<file path="src/rtl/fdd_pkg.sv">
package fdd_pkg;
    localparam int SMP_W  = 12;
    localparam int NSLOT  = 4;
    localparam int HALF_W = SMP_W / 2;
    localparam int EDGES  = 2 * NSLOT;
    localparam int SLOT_W = $clog2(NSLOT);

    typedef logic [SMP_W-1:0] sample_t;
    typedef sample_t [NSLOT-1:0] frame_t;   // index NSLOT-1 holds the oldest sample (I0)

    localparam logic [EDGES-1:0] NARROW_PAT = {{NSLOT{1'b1}}, {NSLOT{1'b0}}};
    localparam logic [NSLOT-1:0] WIDE_PAT   = {{(NSLOT/2){1'b1}}, {(NSLOT/2){1'b0}}};
endpackage

</file>
<file path="src/rtl/fdd_rx_deframer.sv">
module fdd_rx_deframer
    import fdd_pkg::*;
(
    input  logic    clk,
    input  logic    rst_n,
    input  logic    narrow,
    input  sample_t rise,
    input  sample_t fall,
    input  logic    frm_r,
    input  logic    frm_f,
    output logic    valid,
    output frame_t  samples,
    output logic    locked,
    output logic    err
);
    typedef struct packed {
        logic [EDGES-1:0]  hist;
        frame_t            shift;
        logic [SLOT_W-1:0] phase;
        logic              locked;
        logic              err;
        logic              valid;
        frame_t            out;
    } rx_st_t;

    rx_st_t            rx_d, rx_q;
    logic              match;
    logic [SLOT_W-1:0] last;

    always_comb begin
        rx_d       = rx_q;
        rx_d.valid = 1'b0;
        rx_d.hist  = {rx_q.hist[EDGES-3:0], frm_r, frm_f};
        if (narrow) begin
            rx_d.shift = {rx_q.shift[NSLOT-2:0], rise[HALF_W-1:0], fall[HALF_W-1:0]};
            match      = (rx_d.hist == NARROW_PAT);
            last       = SLOT_W'(NSLOT - 1);
        end else begin
            rx_d.shift = {rx_q.shift[NSLOT-3:0], rise, fall};
            match      = (rx_d.hist[NSLOT-1:0] == WIDE_PAT);
            last       = SLOT_W'(NSLOT / 2 - 1);
        end
        rx_d.phase = rx_q.phase + 1'b1;
        if (match) begin
            rx_d.phase  = '0;
            rx_d.locked = 1'b1;
            rx_d.valid  = 1'b1;
            rx_d.out    = rx_d.shift;
        end else if (rx_q.locked && (rx_q.phase == last)) begin
            rx_d.locked = 1'b0;
            rx_d.err    = 1'b1;
        end
    end

    always_ff @(posedge clk or negedge rst_n) begin
        if (!rst_n) rx_q <= '0;
        else        rx_q <= rx_d;
    end

    assign valid   = rx_q.valid;
    assign samples = rx_q.out;
    assign locked  = rx_q.locked;
    assign err     = rx_q.err;
endmodule

</file>
<file path="src/rtl/fdd_tx_framer.sv">
module fdd_tx_framer
    import fdd_pkg::*;
(
    input  logic    clk,
    input  logic    rst_n,
    input  logic    narrow,
    input  frame_t  tx_in,
    output logic    pull,
    output sample_t rise,
    output sample_t fall,
    output logic    frm_r,
    output logic    frm_f
);
    typedef struct packed {
        logic [SLOT_W-1:0] cnt;
        frame_t            hold;
        sample_t           rise;
        sample_t           fall;
        logic              fr;
        logic              ff;
    } tx_st_t;

    tx_st_t            tx_d, tx_q;
    frame_t            src;
    logic [SLOT_W-1:0] idx_a, idx_b, last;
    logic [SLOT_W:0]   e0, e1;

    always_comb begin
        tx_d  = tx_q;
        pull  = (tx_q.cnt == '0);
        src   = pull ? tx_in : tx_q.hold;
        if (pull) tx_d.hold = tx_in;
        e0    = {tx_q.cnt, 1'b0};
        e1    = {tx_q.cnt, 1'b1};
        if (narrow) begin
            idx_a     = SLOT_W'(NSLOT - 1) - tx_q.cnt;
            idx_b     = idx_a;
            tx_d.rise = {{HALF_W{1'b0}}, src[idx_a][SMP_W-1:HALF_W]};
            tx_d.fall = {{HALF_W{1'b0}}, src[idx_a][HALF_W-1:0]};
            tx_d.fr   = (e0 < (SLOT_W+1)'(NSLOT));
            tx_d.ff   = (e1 < (SLOT_W+1)'(NSLOT));
            last      = SLOT_W'(NSLOT - 1);
        end else begin
            idx_a     = SLOT_W'(NSLOT - 1) - {tx_q.cnt[SLOT_W-2:0], 1'b0};
            idx_b     = idx_a - 1'b1;
            tx_d.rise = src[idx_a];
            tx_d.fall = src[idx_b];
            tx_d.fr   = (e0 < (SLOT_W+1)'(NSLOT / 2));
            tx_d.ff   = (e1 < (SLOT_W+1)'(NSLOT / 2));
            last      = SLOT_W'(NSLOT / 2 - 1);
        end
        tx_d.cnt = (tx_q.cnt == last) ? '0 : tx_q.cnt + 1'b1;
    end

    always_ff @(posedge clk or negedge rst_n) begin
        if (!rst_n) tx_q <= '0;
        else        tx_q <= tx_d;
    end

    assign rise  = tx_q.rise;
    assign fall  = tx_q.fall;
    assign frm_r = tx_q.fr;
    assign frm_f = tx_q.ff;
endmodule

</file>
<file path="src/rtl/framed_ddr_deframer.sv">
module framed_ddr_deframer
    import fdd_pkg::*;
(
    input  logic        clk,
    input  logic        rst_n,
    input  logic        narrow_mode,
    input  logic [11:0] rx_rise_data,
    input  logic [11:0] rx_fall_data,
    input  logic        rx_frame_rise,
    input  logic        rx_frame_fall,
    output logic        rx_valid,
    output logic [11:0] rx_i0,
    output logic [11:0] rx_q0,
    output logic [11:0] rx_i1,
    output logic [11:0] rx_q1,
    output logic        rx_locked,
    output logic        rx_frame_err,
    input  logic [11:0] tx_i0,
    input  logic [11:0] tx_q0,
    input  logic [11:0] tx_i1,
    input  logic [11:0] tx_q1,
    output logic        tx_pull,
    output logic [11:0] tx_rise_data,
    output logic [11:0] tx_fall_data,
    output logic        tx_frame_rise,
    output logic        tx_frame_fall
);
    frame_t rx_frame, tx_frame;

    assign tx_frame = {tx_i0, tx_q0, tx_i1, tx_q1};

    fdd_rx_deframer u_rx (
        .clk     (clk),
        .rst_n   (rst_n),
        .narrow  (narrow_mode),
        .rise    (rx_rise_data),
        .fall    (rx_fall_data),
        .frm_r   (rx_frame_rise),
        .frm_f   (rx_frame_fall),
        .valid   (rx_valid),
        .samples (rx_frame),
        .locked  (rx_locked),
        .err     (rx_frame_err)
    );

    assign rx_i0 = rx_frame[3];
    assign rx_q0 = rx_frame[2];
    assign rx_i1 = rx_frame[1];
    assign rx_q1 = rx_frame[0];

    fdd_tx_framer u_tx (
        .clk    (clk),
        .rst_n  (rst_n),
        .narrow (narrow_mode),
        .tx_in  (tx_frame),
        .pull   (tx_pull),
        .rise   (tx_rise_data),
        .fall   (tx_fall_data),
        .frm_r  (tx_frame_rise),
        .frm_f  (tx_frame_fall)
    );
endmodule

</file>
<file path="config.mk">
export PLATFORM = sky130hd
export DESIGN_NAME = framed_ddr_deframer
export DESIGN_NICKNAME = d
export VERILOG_FILES = /design/src/rtl/fdd_pkg.sv /design/src/rtl/fdd_rx_deframer.sv /design/src/rtl/fdd_tx_framer.sv /design/src/rtl/framed_ddr_deframer.sv
export SDC_FILE = /design/constraint.sdc
export NUM_CORES = 1
export LEC_CHECK = 0
export ABC_AREA = 0
export CAP_MARGIN = 20
export CORE_MARGIN = 2
export CORE_UTILIZATION = 25
export DETAILED_ROUTE_END_ITERATION = 10
export RECOVER_POWER = 25
export SYNTH_ARGS = -nofsm -noshare
export SYNTH_HDL_FRONTEND = slang
export SYNTH_SLANG_ARGS = --single-unit
</file>
<file path="constraint.sdc">
create_clock -name clk -period 2.66 [get_ports clk]
set_input_delay 0.532 -clock clk [delete_from_list [all_inputs] [get_ports clk]]
set_output_delay 0.532 -clock clk [all_outputs]
set_load 0.02 [all_outputs]
</file>
After elaboration in Yosys (flattened, before gate mapping) --
Cells that the tools add are included.
Storage, ports and cells: bits in registers 171, word-level logic and storage cells 58, output and inout bits 78
Operators by class: $add $sub $neg 5, mux-type cells 16, magnitude comparators 7, reduce and logical (&&, ||, !) cells 4, bitwise logic cells 1, equal/unequal tests 4
Operators with widths (number):
- two-way mux 48 bit | 2
- binary-select mux 12 bit (select 2 bit) | 3
- two-way mux 49 bit | 1
- two-way mux 12 bit | 3
- two-way mux 26 bit | 1
- less-than comparator 2 x 3 -> 1 bit (second input constant) | 3
- == test 8 bit (second input constant) | 1
- two-way mux 2 bit | 4
- less-than comparator 3 x 2 -> 1 bit (second input constant) | 2
- less-than comparator 3 bit (second input constant) | 2
- adder 2 x 1 -> 2 bit (second input constant) | 2
- == test 2 bit | 2
- == test 4 bit (second input constant) | 1
- subtractor 2 bit (first input constant) | 2
- logical NOT 2 bit | 1
- two-way mux 1 bit | 2
- AND reduction 2 bit | 1
- nonzero test 2 bit | 1
- subtractor 2 x 1 -> 2 bit (second input constant) | 1
- logical AND 1 bit | 1
- inverter 1 bit | 1

Longest topological paths before layout --
Gate-level depths: netlist of run 1.
depth after elaboration 5, mapped depth 12, mapped depth without buffers 6

Cells and area by module --
From an unflattened synthesis of run 1, not the netlist that was laid out.
Second synthesis, totals: cells, all modules 595, area, all modules 7955.1 um^2
Modules (own cells, without submodules):
- fdd_tx_framer | area an instance 4051.4 um^2, times used 1, sequential area each 1876.8 um^2, cells each 324
- fdd_rx_deframer | area an instance 3903.7 um^2, times used 1, sequential area each 2377.3 um^2, cells each 271

Least setup slack after synthesis of run 1 --
OpenSTA, ideal clock, no wires.
path kind register to register, start point register u_tx.tx_q (netlist bit u_tx.e0[1]), end point register u_tx.tx_q (netlist bit u_tx.fall[3]), required time 2.529 ns, stages on the path, launching flop included 12, period minus slack after synthesis 2.514 ns, arrival 2.384 ns, path slack 0.146 ns, setup time 0.131 ns, path buffers 6, path through dfrtp_1 -> buf_6 -> buf_6 -> buf_8 -> inv_1 -> buf_2 -> ha_1 -> buf_4 -> buf_6 -> mux4_2 -> nand2_1 -> o211ai_1
RTL lines:
- start, declared | line fdd_tx_framer.sv:23 | tx_st_t tx_d, tx_q;
- start signal, assigned | line fdd_tx_framer.sv:57 | else tx_q <= tx_d;

Worst setup path in the final report of run 1 --
start point register u_tx.tx_q (netlist bit u_tx.e0[2]), end point output port tx_pull
Between the ends: cells in the longest elaborated chain, start to end 1
Ends and longest elaborated chain:
- logical NOT 2 bit | line fdd_tx_framer.sv:30 | pull = (tx_q.cnt == '0);
- end, declared | line framed_ddr_deframer.sv:22 | output logic tx_pull,
Every way passes these cells.

==> results of run 1 <==
layout by cell type, fill, tap and decap left out, types with 2 or more instances in the layout:
cell type / netlist / routed
a21oi_1: 16 / 16
a221o_1: 4 / 4
a221oi_1: 6 / 6
a22oi_1: 3 / 3
buf_12: 2 / 4
buf_2: 10 / 2
buf_4: 80 / 13
clkbuf_16: 0 / 17
clkdlybuf4s50_1: 0 / 146
clkinv_4: 0 / 2
clkinv_8: 0 / 2
dfrtp_1: 170 / 169
dlygate4sd3_1: 0 / 6
inv_1: 3 / 3
inv_6: 0 / 6
inv_8: 0 / 3
mux2_2: 132 / 132
mux2_4: 3 / 3
mux2i_1: 30 / 30
mux4_2: 12 / 12
nand2_1: 9 / 9
nand2b_1: 2 / 2
nand3_1: 3 / 3
nand4_1: 3 / 3
nor2_1: 35 / 35
nor3_1: 12 / 12
nor3_4: 2 / 2
o211ai_1: 3 / 3
o21ai_0: 3 / 3
o22ai_1: 21 / 21
or3_1: 12 / 12
flip-flops by register name, indices dropped and copies added, names as in the netlist:
register and cells:
u_tx.rise 12, u_rx.samples 48, u_rx.valid 1, u_tx.e0 2, u_rx.locked 1, u_tx.fall 12, u_rx.err 1, u_tx.frm_f 1
u_rx.rx_q 38, u_tx.tx_q 48, u_rx.rx_d 6
area by class of cell:
cell class,count,area (sq um),area share
flip-flops and latches,170,4255,0.4245
multi-input cells,321,2933,0.2926
repair buffers,173,1722,0.1717
well taps,402,503.0,0.05017
clock buffers,17,425.4,0.04244
clock inverters,15,171.4,0.01710
inverters,4,15.01,0.001498
worst register-to-register path, delay by kind of cell (launching register included):
| kind | cells | cell delay (ns) |
|---|---|---|
| flops | 1 | 0.44 |
| fa+ha+maj | 1 | 0.28 |
| mux | 2 | 0.81 |
| buf+inv | 2 | 0.39 |
path summary, 6_finish.rpt:
kind	startpoint	end	slack, ns
worst min-delay path	u_rx.rx_d[105]	u_rx.rx_d[107]	0.38
worst max register to register	u_tx.e0[2]	u_tx.rise[2]	0.61
max in group asynchronous	rst_n	u_tx.tx_q[28]	0.53
worst max-delay path	u_tx.e0[2]	tx_pull	0.16
min in group asynchronous	rst_n	u_tx.fall[4]	0.40
worst min register to register	u_rx.rx_d[105]	u_rx.rx_d[107]	0.38
power breakdown:
part	leakage (nW)	switching, mW	internal, mW
registers	2.02	0.341	3.23
logic	1.80	1.16	1.36
clock network	0.295	1.15	1.34
total	4.12	2.65	5.93
cells by family after synthesis:
logic type,after synthesis,synth area share
xor gates and xnor gates,1,0.001093
adders and majority gates,1,0.001561
buffers and inverters,112,0.1035
DFF,170,0.5308
AOI/OAI and AO/OA,60,0.05027
muxes,177,0.2623
and+or+nand+nor,82,0.05043
layer usage:
metal | track usage | share of wire
met1 | 0.1526 | 0.46
met2 | 0.1847 | 0.46
met3 | 0.04666 | 0.076
met4 | 0.02016 | 0.0053
met5 | 0 | 0
per-stage QoR:
stage                     cell area, sq um    util  hold slack [ns]
final                                10020  0.3177           0.3775
after global routing                 10020  0.3177           0.3871
after CTS                            10060  0.3188          0.05846
after detailed placement              9462  0.2998           0.3712
after global placement                9462  0.2998           0.3579
after floorplan                       8014       -           0.2364
==> out/results.tsv, run 1 <==
stage	metric	value	unit
critical_path	critPathMaxStageDelay	0.69	ns
clocking	clock_latency	0.43	ns
grt	overflow	0	
detailed_routing	drt_iter0_markers	190	
power_and_ir_drop	powerDensity	856.6	mW/mm^2
timing	min_period_over_period	0.9403	
final_layout	drive_gt1_frac	0.2971	
detailed_routing	vias_per_cell	4.390	
detailed_routing	wl_per_cell	17.19	um
critical_path	start_kind	flip-flop	
yosys	synth_most_common_cell	dfrtp_1	
critical_path	crit_type	reg -> out	
critical_path	worst-path-stages	3	
timing	setup_slack	0.1588	ns
clocking	cts_resized	0	
floorplan	dieArea	0.03350	sq mm
critical_path	cp.required	2.13	ns
place	gp_congestion	0.7662	
critical_path	endpoint_kind	primary output	
floorplan	start_util	0.2540	
yosys	syn_inst	603	
yosys	async_reset_ff_frac	1.000	
floorplan	die_x	183.0	um
yosys	synth_fp_nets	681	
flow_run	cap_viol_max_count	0	
critical_path	crit_family	buffers and inverters	
clocking	cts_tree	done	
hold_path	hold_path.class	reg -> reg	
critical_path	cp_slowest_cell	clkdlybuf4s50_1	
critical_path	cp_cell_sequence	inv_1 -> ha_2 -> clkdlybuf4s50_1	
yosys	synth_top_area_cell	dfrtp_1	
timing	setup_viol	0	
final_layout	final_cells	1102	
timing	worstMarginPinSlew	1.326	ns
detailed_routing	ant_nets	0	
hold_path	holdPathStages	0	
grt	first_global_vias	5130	
grt	grt_max_degree	68	
critical_path	path_buf_inv	2	
yosys	yosysSeqAreaShare	0.5308	
place	io_buffers	154	
clocking	ctsHtreeMaxLevel	4	
timing	rsz0062_at_grt	false	
critical_path	reg2regPathDepth	5	
yosys	synth_commonest_cells	dfrtp_1 (170), mux2_2 (132), buf_4 (80)	
clocking	cts.sinks	170	
clocking	post-cts-setup-buffers	0	
timing	fmax	399.8	MHz
timing	slew_viol_final	0	
clocking	clkTransAtPathRegs	0.07	ns
floorplan	io_pins	155	
floorplan	die_h	183.0	um
timing	hold_viol_final	0	
yosys	synth_warnings	0	
status	status	complete, no violations	
timing	fin_setup_tns	0	ns
final_layout	area_growth	25.09	%
detailed_routing	first_pass_iters	4	
final_layout	nFillCells	3121	
floorplan	rows	65	
grt	grt.total_usage	0.1167	
clocking	cts_hold_buffers	0	
place	dp_hpwl	13270	um
clocking	cts_buffer_depth	2	
yosys	syn_area_per_cell	13.29	sq um
floorplan	coreArea	0.03156	sq mm
power_and_ir_drop	finalPower	8.587	mW
yosys	synth_area	0.008014	sq mm
timing	relSlewSlack	0.1162	
place	dp.cells	1070	
grt	grt_pass1_wl	29930	um
yosys	synthTopCellsByArea	dfrtp_1 (53%), mux2_2 (19%), buf_4 (7.5%), mux2i_1 (3.7%), mux4_2 (3.4%)	
clocking	cts_buffers	17	
timing	finalClockSkew	0.01286	ns
critical_path	arrival	1.97	ns
power_and_ir_drop	ir_drop	0.3888	mV
timing	period_minus_slack	2.501	ns
final_layout	antennaDiodeCount	0	
yosys	yosys_most_used_dff	dfrtp_1	
critical_path	cp_max_fo	7	
clocking	ctsRootBufferMaster	clkbuf_16	
yosys	synth_edf_count	0	
yosys	synth_seq_cells	170	
detailed_routing	routed_wl	18940	um
final_layout	nets	765	
yosys	yosysTopAreaCellShare	0.5308	
power_and_ir_drop	p_leak	4.120	nW
detailed_routing	vias	4838	
grt	grt_antenna_before_repair	0	
place	pre_cts_ws	0.4625	ns
detailed_routing	drc	0	
yosys	yosysUniqueCellTypes	38	
Note: power is estimated with default switching activity, not from simulation.
==> inputs of run 2 (changes only) <==
ABC_AREA = not set   (was 0)
CORE_ASPECT_RATIO = 1.75   (was not set)
clock period = 2.5 ns   (was 2.66 ns; I/O delays follow)
==> run 2 against run 1 <==
  * Count of clock-buffer cells in the layout increased by 1
  * Sequential share of layout area down 0.39 points
  * Setup slack better by 0.18 ns
  * Die area rose by 0.17%
  * Hold slack worse by 0.017 ns
  * Combinational power grew 8%
  * Critical path depth up 4
  * Critical path type is now reg -> reg
==> out/results.tsv, run 2 (same netlist as run 1, synthesis figures left out) <==
stage	metric	value	unit	change
timing	hold_viol_final	0		unchanged
floorplan	io_pins	155		unchanged
grt	grt_antenna_before_repair	0		unchanged
grt	grt_max_degree	68		unchanged
final_layout	layout_commonest_cell	dfrtp_1		
timing	fmax	462.2	MHz	
place	gp_congestion	0.7549		-1.5%
grt	grt_pass1_wl	32370	um	+8.2%
clocking	clkTransAtPathRegs	0.07	ns	about the same
clocking	cts_buffer_depth	2		unchanged
floorplan	coreArea	0.03153	sq mm	about the same
floorplan	start_util	0.2542		about the same
timing	relSlewSlack	0.09839		-0.01777
timing	slew_viol_final	0		unchanged
place	io_buffers	154		unchanged
clocking	clock_latency	0.45	ns	+0.02 ns
status	status	complete, no violations		
power_and_ir_drop	powerDensity	933.8	mW/mm^2	+9.0%
power_and_ir_drop	finalPower	9.447	mW	+10%
timing	fin_setup_tns	0	ns	unchanged
floorplan	die_x	139.3	um	-24%
clocking	cts_hold_buffers	0		unchanged
timing	period_minus_slack	2.163	ns	
clocking	ctsRootBufferMaster	clkbuf_16		
critical_path	cp.required	2.82	ns	+0.69 ns
final_layout	drive_gt1_frac	0.3007		+0.003566
clocking	ctsHtreeMaxLevel	4		unchanged
final_layout	fin_area	0.01012	sq mm	+0.92%
power_and_ir_drop	p_leak	4.183	nW	+1.5%
grt	first_global_vias	5370		+4.7%
detailed_routing	vias_per_cell	4.507		+2.7%
critical_path	cp_max_fo	22		+15
detailed_routing	wl_per_cell	18.77	um	+9.2%
final_layout	area_growth	26.25	%	
timing	worstMarginPinSlew	1.352	ns	+0.02665 ns
timing	setup_viol	0		unchanged
place	dp_hpwl	15110	um	+14%
grt	overflow	0		unchanged
floorplan	rows	86		+32%
detailed_routing	vias	4962		+2.6%
floorplan	dieArea	0.03356	sq mm	+0.17%
clocking	cts_buffers	17		unchanged
timing	min_period_over_period	0.8654		
detailed_routing	drc	0		unchanged
critical_path	crit_type	reg -> reg		
flow_run	cap_viol_max_count	0		unchanged
power_and_ir_drop	ir_drop	0.6384	mV	+64%
critical_path	arrival	2.49	ns	+0.52 ns
detailed_routing	ant_nets	0		unchanged
timing	rsz0062_at_grt	false		
final_layout	antennaDiodeCount	0		unchanged
place	dp.cells	1069		-0.093%
final_layout	nets	770		+0.65%
detailed_routing	first_pass_iters	4		unchanged
floorplan	die_h	240.9	um	+32%
clocking	cts.sinks	170		unchanged
critical_path	endpoint_kind	flip-flop		
timing	finalClockSkew	0.01088	ns	-0.001976 ns
clocking	cts_tree	done		
final_layout	post-route-util	0.3209		+0.003214
place	dpl_cell_area	0.009479	sq mm	+0.19%
grt	grt.total_usage	0.1285		+0.01181
final_layout	most-common-layout-cells	dfrtp_1 (169), clkdlybuf4s50_1 (145), mux2_2 (132), nor2_1 (35), mux2i_1 (30)		
critical_path	start_kind	flip-flop		
final_layout	final_cells	1101		-0.091%
detailed_routing	routed_wl	20670	um	+9.1%
critical_path	ff2ff_setup_slack	0.34	ns	-0.27 ns
hold_path	hold_path.class	in -> async		
detailed_routing	drt_iter0_markers	193		+1.6%
==> run 2: repair_timing <==
item,in CTS,in global routing
endpoints found under the setup margin,0,1
gates resized for setup,0,1
buffers inserted,0,0
==> run 2: power breakdown <==
group	internal [mW]	switching [mW]	leakage, nW
clock network	1.72	1.20	0.306
registers	3.44	0.384	2.02
logic	1.45	1.26	1.85
==> run 2: routing by layer <==
layer	global-route usage	up-vias	part of all wire
met1	0.1316	2535	0.36
met2	0.2438	141	0.58
met3	0.02837	28	0.038
li1	-	2258	-
met5	0	-	0
met4	0.06489	0	0.029
==> run 2: per-stage QoR <==
step                      hold WS (ns)  worst slack [ns]
after floorplan                 0.2044           0.05192
after global placement          0.3612            0.3332
after detailed placement        0.3724            0.3130
after CTS                     0.005456           0.01151
after global routing            0.3900            0.1592
final                           0.3604            0.3366
==> run 2: critical path: stages, from the launching register on <==
cell     delay [ns]
dfrtp_1        0.44
inv_1          0.14
ha_2           0.27
buf_4          0.32
buf_4          0.21
mux4_2         0.49
nand2_1        0.07
o21ai_0        0.07
==> run 2: final timing paths <==
| path | start | endpoint | cells past startpoint |
|---|---|---|---|
| max | u_tx.e0[2] | u_tx.fall[4] | 7 |
| min | rst_n | u_tx.fall[8] | 1 |
| max reg2reg | u_tx.e0[2] | u_tx.fall[4] | 7 |
| min reg2reg | u_rx.rx_d[106] | u_rx.rx_d[108] | 0 |
| max in group asynchronous | rst_n | u_rx.samples[22] | 2 |
| min in group clk | u_rx.rx_d[106] | u_rx.rx_d[108] | 0 |
==> run 2: area by class of cell <==
| type | instances | area, sq um |
|---|---|---|
| clock buffer | 18 | 439.2 |
| clock inverter | 14 | 206.4 |
| fill | 3188 | 21410 |
| inverter | 4 | 15.01 |
| multi-input combinational | 321 | 2933 |
| sequential | 170 | 4255 |
| tap | 396 | 495.5 |
| timing repair buffer | 178 | 1773 |
==> inputs of run 3 (changes only) <==
SLEW_MARGIN = 20   (was not set)
==> results of run 3 <==
Final layout, timing and power as in run 2 (identical DEF).
